--- config.mk ---
export PLATFORM = sky130hd
export DESIGN_NAME = jtag_tap_id
export DESIGN_NICKNAME = d
export VERILOG_FILES = /design/src/rtl/jtag_tap_pkg.sv /design/src/rtl/jtag_tap_fsm.sv /design/src/rtl/jtag_tap_ir.sv /design/src/rtl/jtag_tap_dr.sv /design/src/rtl/jtag_tap_id.sv
export SDC_FILE = /design/constraint.sdc
export NUM_CORES = 1
export LEC_CHECK = 0
export ABC_AREA = 1
export CAP_MARGIN = 0
export CORE_UTILIZATION = 53
export CTS_BUF_LIST = sky130_fd_sc_hd__clkbuf_4
export CTS_CLUSTER_DIAMETER = 100
export DETAILED_ROUTE_END_ITERATION = 12
export GPL_ROUTABILITY_DRIVEN = 0
export GPL_TIMING_DRIVEN = 1
export PLACE_DENSITY = 0.77
export RECOVER_POWER = 100
export SLEW_MARGIN = 30
export SYNTH_ARGS = -nofsm -noshare
export SYNTH_HDL_FRONTEND = slang
export SYNTH_SLANG_ARGS = --single-unit
--- constraint.sdc ---
create_clock -name tck -period 1.2 [get_ports tck]
set_input_delay 0.24 -clock tck [delete_from_list [all_inputs] [get_ports tck]]
set_output_delay 0.24 -clock tck [all_outputs]
set_load 0.01 [all_outputs]
--- src/rtl/jtag_tap_pkg.sv ---
package jtag_tap_pkg;

    localparam int IR_W = 4;
    typedef logic [IR_W-1:0] opcode_t;

    localparam opcode_t OP_EXTEST  = 4'h0;
    localparam opcode_t OP_SAMPLE  = 4'h1;
    localparam opcode_t OP_IDCODE  = 4'h2;
    localparam opcode_t OP_STATUS  = 4'h3;
    localparam opcode_t OP_CONFIG  = 4'h5;
    localparam opcode_t OP_BYPASS  = 4'hF;

    typedef enum logic [3:0] {
        ST_TLR, ST_RTI,
        ST_SEL_DR, ST_CAP_DR, ST_SH_DR, ST_EX1_DR, ST_PA_DR, ST_EX2_DR, ST_UPD_DR,
        ST_SEL_IR, ST_CAP_IR, ST_SH_IR, ST_EX1_IR, ST_PA_IR, ST_EX2_IR, ST_UPD_IR
    } tap_state_e;

    typedef enum logic [2:0] {
        DR_BYPASS, DR_IDCODE, DR_BOUNDARY, DR_STATUS, DR_CONFIG
    } dr_sel_e;

    function automatic tap_state_e tap_next(input tap_state_e s, input logic m);
        tap_state_e n;
        case (s)
            ST_TLR:    n = m ? ST_TLR    : ST_RTI;
            ST_RTI:    n = m ? ST_SEL_DR : ST_RTI;
            ST_SEL_DR: n = m ? ST_SEL_IR : ST_CAP_DR;
            ST_CAP_DR: n = m ? ST_EX1_DR : ST_SH_DR;
            ST_SH_DR:  n = m ? ST_EX1_DR : ST_SH_DR;
            ST_EX1_DR: n = m ? ST_UPD_DR : ST_PA_DR;
            ST_PA_DR:  n = m ? ST_EX2_DR : ST_PA_DR;
            ST_EX2_DR: n = m ? ST_UPD_DR : ST_SH_DR;
            ST_UPD_DR: n = m ? ST_SEL_DR : ST_RTI;
            ST_SEL_IR: n = m ? ST_TLR    : ST_CAP_IR;
            ST_CAP_IR: n = m ? ST_EX1_IR : ST_SH_IR;
            ST_SH_IR:  n = m ? ST_EX1_IR : ST_SH_IR;
            ST_EX1_IR: n = m ? ST_UPD_IR : ST_PA_IR;
            ST_PA_IR:  n = m ? ST_EX2_IR : ST_PA_IR;
            ST_EX2_IR: n = m ? ST_UPD_IR : ST_SH_IR;
            ST_UPD_IR: n = m ? ST_SEL_DR : ST_RTI;
            default:   n = ST_TLR;
        endcase
        return n;
    endfunction

    function automatic dr_sel_e decode_op(input opcode_t op);
        dr_sel_e s;
        case (op)
            OP_EXTEST, OP_SAMPLE: s = DR_BOUNDARY;
            OP_IDCODE:            s = DR_IDCODE;
            OP_STATUS:            s = DR_STATUS;
            OP_CONFIG:            s = DR_CONFIG;
            default:              s = DR_BYPASS;
        endcase
        return s;
    endfunction

endpackage

--- src/rtl/jtag_tap_fsm.sv ---
module jtag_tap_fsm
    import jtag_tap_pkg::*;
(
    input  logic       tck,
    input  logic       rst_n,
    input  logic       tms,
    output tap_state_e state_o
);

    typedef struct packed {
        tap_state_e state;
    } fsm_regs_t;

    fsm_regs_t r_d, r_q;

    always_comb begin
        r_d       = r_q;
        r_d.state = tap_next(r_q.state, tms);
    end

    always_ff @(posedge tck or negedge rst_n) begin
        if (!rst_n) r_q <= '{state: ST_TLR};
        else        r_q <= r_d;
    end

    assign state_o = r_q.state;

endmodule

--- src/rtl/jtag_tap_ir.sv ---
module jtag_tap_ir
    import jtag_tap_pkg::*;
(
    input  logic       tck,
    input  logic       rst_n,
    input  logic       tdi,
    input  tap_state_e state_i,
    input  logic       cfg_disable_i,
    output opcode_t    ir_o,
    output logic       ir_tdo_o,
    output logic       cfg_start_o
);

    typedef struct packed {
        opcode_t sh;
        opcode_t ir;
        logic    start;
    } ir_regs_t;

    ir_regs_t r_d, r_q;
    logic [IR_W:0] shift_w;

    always_comb begin
        r_d       = r_q;
        r_d.start = 1'b0;
        shift_w   = {tdi, r_q.sh};
        case (state_i)
            ST_TLR:    r_d.ir = OP_IDCODE;
            ST_CAP_IR: r_d.sh = opcode_t'(1);
            ST_SH_IR:  r_d.sh = shift_w[IR_W:1];
            ST_UPD_IR: begin
                r_d.ir    = r_q.sh;
                r_d.start = (r_q.sh == OP_CONFIG) && !cfg_disable_i;
            end
            default: ;
        endcase
    end

    always_ff @(posedge tck or negedge rst_n) begin
        if (!rst_n) r_q <= '{sh: '0, ir: OP_IDCODE, start: 1'b0};
        else        r_q <= r_d;
    end

    assign ir_o        = r_q.ir;
    assign ir_tdo_o    = r_q.sh[0];
    assign cfg_start_o = r_q.start;

endmodule

--- src/rtl/jtag_tap_dr.sv ---
module jtag_tap_dr
    import jtag_tap_pkg::*;
#(
    parameter int          BSR_LEN = 8,
    parameter int          STAT_W  = 4,
    parameter logic [31:0] ID_WORD = 32'h0000_0001
) (
    input  logic               tck,
    input  logic               rst_n,
    input  logic               tdi,
    input  tap_state_e         state_i,
    input  dr_sel_e            sel_i,
    input  logic [STAT_W-1:0]  cfg_state_i,
    input  logic [BSR_LEN-1:0] bsr_pi,
    output logic [BSR_LEN-1:0] bsr_po,
    output logic               dr_tdo_o
);

    localparam int ID_W = 32;

    typedef struct packed {
        logic               byp;
        logic [ID_W-1:0]    id;
        logic [STAT_W-1:0]  stat;
        logic [BSR_LEN-1:0] bsr_sh;
        logic [BSR_LEN-1:0] bsr_upd;
    } dr_regs_t;

    dr_regs_t r_d, r_q;

    // Per-register clock enables: each register moves only under its own instruction
    logic en_byp, en_id, en_stat, en_bsr;
    logic [ID_W:0]    id_shift;
    logic [STAT_W:0]  stat_shift;
    logic [BSR_LEN:0] bsr_shift;

    assign en_byp  = (sel_i == DR_BYPASS);
    assign en_id   = (sel_i == DR_IDCODE);
    assign en_stat = (sel_i == DR_STATUS);
    assign en_bsr  = (sel_i == DR_BOUNDARY);

    always_comb begin
        r_d        = r_q;
        id_shift   = {tdi, r_q.id};
        stat_shift = {tdi, r_q.stat};
        bsr_shift  = {tdi, r_q.bsr_sh};
        if (en_byp) begin
            if (state_i == ST_CAP_DR) r_d.byp = 1'b0;
            if (state_i == ST_SH_DR)  r_d.byp = tdi;
        end
        if (en_id) begin
            if (state_i == ST_CAP_DR) r_d.id = ID_WORD;
            if (state_i == ST_SH_DR)  r_d.id = id_shift[ID_W:1];
        end
        if (en_stat) begin
            if (state_i == ST_CAP_DR) r_d.stat = cfg_state_i;
            if (state_i == ST_SH_DR)  r_d.stat = stat_shift[STAT_W:1];
        end
        if (en_bsr) begin
            if (state_i == ST_CAP_DR) r_d.bsr_sh  = bsr_pi;
            if (state_i == ST_SH_DR)  r_d.bsr_sh  = bsr_shift[BSR_LEN:1];
            if (state_i == ST_UPD_DR) r_d.bsr_upd = r_q.bsr_sh;
        end
    end

    always_ff @(posedge tck or negedge rst_n) begin
        if (!rst_n) r_q <= '0;
        else        r_q <= r_d;
    end

    always_comb begin
        case (sel_i)
            DR_BYPASS:   dr_tdo_o = r_q.byp;
            DR_IDCODE:   dr_tdo_o = r_q.id[0];
            DR_STATUS:   dr_tdo_o = r_q.stat[0];
            DR_BOUNDARY: dr_tdo_o = r_q.bsr_sh[0];
            default:     dr_tdo_o = 1'b0;
        endcase
    end

    assign bsr_po = r_q.bsr_upd;

endmodule

--- src/rtl/jtag_tap_id.sv ---
module jtag_tap_id
    import jtag_tap_pkg::*;
#(
    parameter logic [3:0]  VERSION   = 4'h0,
    parameter logic [6:0]  FAMILY    = 7'h02,
    parameter logic [8:0]  ARRAY_DIM = 9'h014,
    parameter logic [10:0] MFR       = 11'h049,
    parameter int          BSR_LEN   = 8,
    parameter int          STAT_W    = 4
) (
    input  logic               tck,
    input  logic               rst_n,
    input  logic               tms,
    input  logic               tdi,
    input  logic [STAT_W-1:0]  cfg_state_i,
    input  logic               cfg_disable_i,
    input  logic [BSR_LEN-1:0] bsr_pi,
    output logic [BSR_LEN-1:0] bsr_po,
    output logic               tdo,
    output logic               tdo_en,
    output logic               cfg_start_o
);

    localparam logic [31:0] ID_WORD = {VERSION, FAMILY, ARRAY_DIM, MFR, 1'b1};

    tap_state_e tap_state;
    opcode_t    ir_op;
    dr_sel_e    dr_sel;
    logic       ir_tdo, dr_tdo;

    jtag_tap_fsm u_fsm (
        .tck     (tck),
        .rst_n   (rst_n),
        .tms     (tms),
        .state_o (tap_state)
    );

    jtag_tap_ir u_ir (
        .tck           (tck),
        .rst_n         (rst_n),
        .tdi           (tdi),
        .state_i       (tap_state),
        .cfg_disable_i (cfg_disable_i),
        .ir_o          (ir_op),
        .ir_tdo_o      (ir_tdo),
        .cfg_start_o   (cfg_start_o)
    );

    assign dr_sel = decode_op(ir_op);

    jtag_tap_dr #(
        .BSR_LEN (BSR_LEN),
        .STAT_W  (STAT_W),
        .ID_WORD (ID_WORD)
    ) u_dr (
        .tck         (tck),
        .rst_n       (rst_n),
        .tdi         (tdi),
        .state_i     (tap_state),
        .sel_i       (dr_sel),
        .cfg_state_i (cfg_state_i),
        .bsr_pi      (bsr_pi),
        .bsr_po      (bsr_po),
        .dr_tdo_o    (dr_tdo)
    );

    // Serial output stage, retimed to the falling edge
    typedef struct packed {
        logic tdo;
        logic en;
    } out_regs_t;

    out_regs_t o_d, o_q;

    always_comb begin
        o_d.en  = (tap_state == ST_SH_IR) || (tap_state == ST_SH_DR);
        o_d.tdo = (tap_state == ST_SH_IR) ? ir_tdo :
                  (tap_state == ST_SH_DR) ? dr_tdo : 1'b0;
    end

    always_ff @(negedge tck or negedge rst_n) begin
        if (!rst_n) o_q <= '0;
        else        o_q <= o_d;
    end

    assign tdo    = o_q.tdo;
    assign tdo_en = o_q.en;

endmodule

==> run metrics <==
Initial DRC Count around 370; worst slew pin tran between 0.5 and 0.6 ns; post-synthesis simple-gate area fraction 26.3%; TNS Setup -29.34 ns; Final Hold Fails 0; most used cell, CP nand2_1; CP peak stage delay between 0.4 and 0.5 ns; critical path fanouts, max 5; CTS sink cnt 68; vias in the first global route 3,253; drt first pass iters 5; failing checks setup timing; Buffers on Ports 27; remaining global-route overflow 0; top cells by area, synth dfrtp_1 53%, nand2_1 18%, inv_1 4.3%; initial antenna violation count 0; Seq/Total Area, Yosys 55.7%; Max-Cap Viols 0; Antenna Cells 0; Synth Register Bits 68; final wirelength 12.4 mm; final setup violating endpoints 75; CTS Root Cell clkbuf_4; Final Slew Violations 0; Adder-Cell Fraction of Synth Area 0%; DRT antenna net count 0; Starting Density 55.1%; Crit. End Element flop; PD cells 2560 nW/µm²; DP Area 3650 µm²; Yosys top cell by area dfrtp_1; HPWL after DPL 4.75 mm; area grow syn2layout 59.9%; overall routing resource usage between 30% and 40%; Setup CP Type reg -> reg; Synth top cells by count 146 x nand2_1, 65 x dfrtp_1, 35 x inv_1, 24 x o21ai_0, 16 x nor2_1; cell total after placement 493; worst slack, placed -0.567 ns; Yosys top cell area share between 50 and 60%; die area 6070 µm²; number of synthesized flops with an enable pin 0; Layout Nets 484; Netlist cell types 22; via count 3,328; multi-input logic area ~1700 µm²; Design Area, Final 4880 µm²; Synth async-reset ratio 100%; H-tree level count 3; FP Rows 27; worst hold path class in -> async; Syn Area/Cell about 8.3 µm²; Cell Chain, Critical Path buf_4 -> nor2_4 -> nand3_1 -> nand2_1 -> inv_1 -> nand3_1 -> nand2_1 -> nand2_1; Syn Inst Count 370; non-filler instance count after layout between 500 and 600; clock buffer count from CTS 9; complex-gate fraction of the synthesized area 9.09%; main combinational cell family by area after synthesis simple AND/OR/NAND/NOR gates; Primary FF master, synth dfrtp_1; leakage 2.53 nW; CP required 1.02 ns; FILL cells about 210; Core ar. between 5000 and 6000 µm²; count leader, synth nand2_1; first-pass GRT wire length 16.3 mm; slowest cell on the critical path dfrtp_1; Register Area between 1500 and 2000 µm²; status finished with violations; via/cell ratio 6.12; Syn Std Cell Area 3060 µm²; clock tree buffer depth 2; largest net degree at the start of global routing 42; Clock transition at path regs 0.13 ns; Worst Clk Skew ~0.048 ns; setup slack, reg-to-reg -0.72 ns; TritonCTS clock tree built; multiplexer share of the synthesized area 0%; VDD IR-drop max 1490 µV; unrepaired setup endpoints after global routing true; Worst setup SP type flop; io pins 28; crit path buf inv count 2; DRC Markers 0; xor/xnor cell area share of the yosys netlist 0%; setup slack after layout -0.719 ns; Slew HR 65.3%; syn_nets 387; Worst-Skew Late Latency 0.43 ns; Chip Width 77.9 µm; total number of yosys warnings 0; layout cells sized above 1 53.0%; Die Height 77.9 µm; WL per Instance between 20 and 25 µm; Crit path max-delay family simple AND/OR/NAND/NOR gates; Crit path arrival time 1.74 ns
-- cells by family (layout without fill, tap and decap cells) --
logic type / count (synthesis) / in the layout
AOI/OAI and AO/OA: 54 / 54
buffers and inverters: 56 / 158
DFF: 68 / 68
and+or+nand+nor: 192 / 192
-- repair_timing --
item	in CTS	in global routing
hold buffers	1	0
endpoints found under the setup margin	79	78
pin swaps	36	21
gates cloned	9	0
setup buffers	22	17
gates resized for setup	202	99
hold endpoints to repair	24	0
-- routing by layer --
layer	track usage [%]	wire (µm)
met5	0	0
met4	20.0	943
met3	7.53	1100
met2	60.6	5920
met1	43.3	4400
-- layout by cell type (no fill, tap or decap), types with 10 or more instances in the layout --
cell type,n
nand2_1,76
dfrtp_1,63
nand2_2,43
buf_4,40
nand2_4,29
inv_1,25
o21ai_2,22
buf_6,21
clkdlybuf4s50_1,15
o21ai_1,13
nor2_4,12
clkbuf_4,10
-- power by group --
part / switching, mW / leakage (nW) / internal (mW) / total, mW
clock: 0.925 / 0.0595 / 0.414 / 1.34
sequential: 0.805 / 0.857 / 3.20 / 4.01
combinational: 3.95 / 1.61 / 3.20 / 7.15
total: 5.68 / 2.53 / 6.82 / 12.5
-- stage by stage --
step	utilization [%]	hold WS (ns)	total power, mW
4_1_cts	81.8	0.180	10.7
2_1_floorplan	-	-0.0556	5.97
5_1_grt	88.2	0.292	12.9
3_5_place_dp	65.9	0.0870	7.35
3_3_place_gp	65.9	0.0824	7.15
6_report	88.2	0.274	12.5
-- worst paths after layout --
kind                                                 end  depth (start not counted)                           from
max                                        tdo$_DFF_NN0_                          8       u_ir.ir_o[2]$_DFFE_PN0P_
max reg2reg                                tdo$_DFF_NN0_                          8       u_ir.ir_o[2]$_DFFE_PN0P_
max in group asynchronous     u_dr.bsr_po[5]$_DFFE_PN0P_                          3                          rst_n
min reg2reg                u_dr.id_shift[25]$_DFFE_PN0P_                          2  u_dr.id_shift[25]$_DFFE_PN0P_
min                           u_dr.bsr_po[4]$_DFFE_PN0P_                          2                          rst_n
min in group tck              u_ir.cfg_start_o$_DFF_PN0_                          4                  cfg_disable_i
-- registers in the layout, summed over array words and instances, names as in the netlist, 3 cells and up --
name and cells:
u_dr.bsr_shift 8, u_dr.id_shift 32, u_dr.bsr_po 8, u_ir.ir_o 4
u_fsm.state_o 4, u_ir.r_q 3, u_dr.r_q 5
-- worst reg2reg max path, delay by kind of cell, from the launching register on --
kind,cells,cell delay (ns)
AND/OR/NAND/NOR,6,0.72
flip-flops,1,0.42
buffers and inverters,2,0.20
-- cell type report --
cell class                      instances  area share, %
Clock buffer                            9           1.38
Clock inverter                          7          0.871
Inverter                               38           3.53
Multi-Input combinational cell        246           35.2
Sequential cell                        68           34.9
Tap cell                               72           1.84
Timing Repair Buffer                  102           21.8
Timing Repair inverter                  2          0.487
Power figures use the tool's default switching activity.
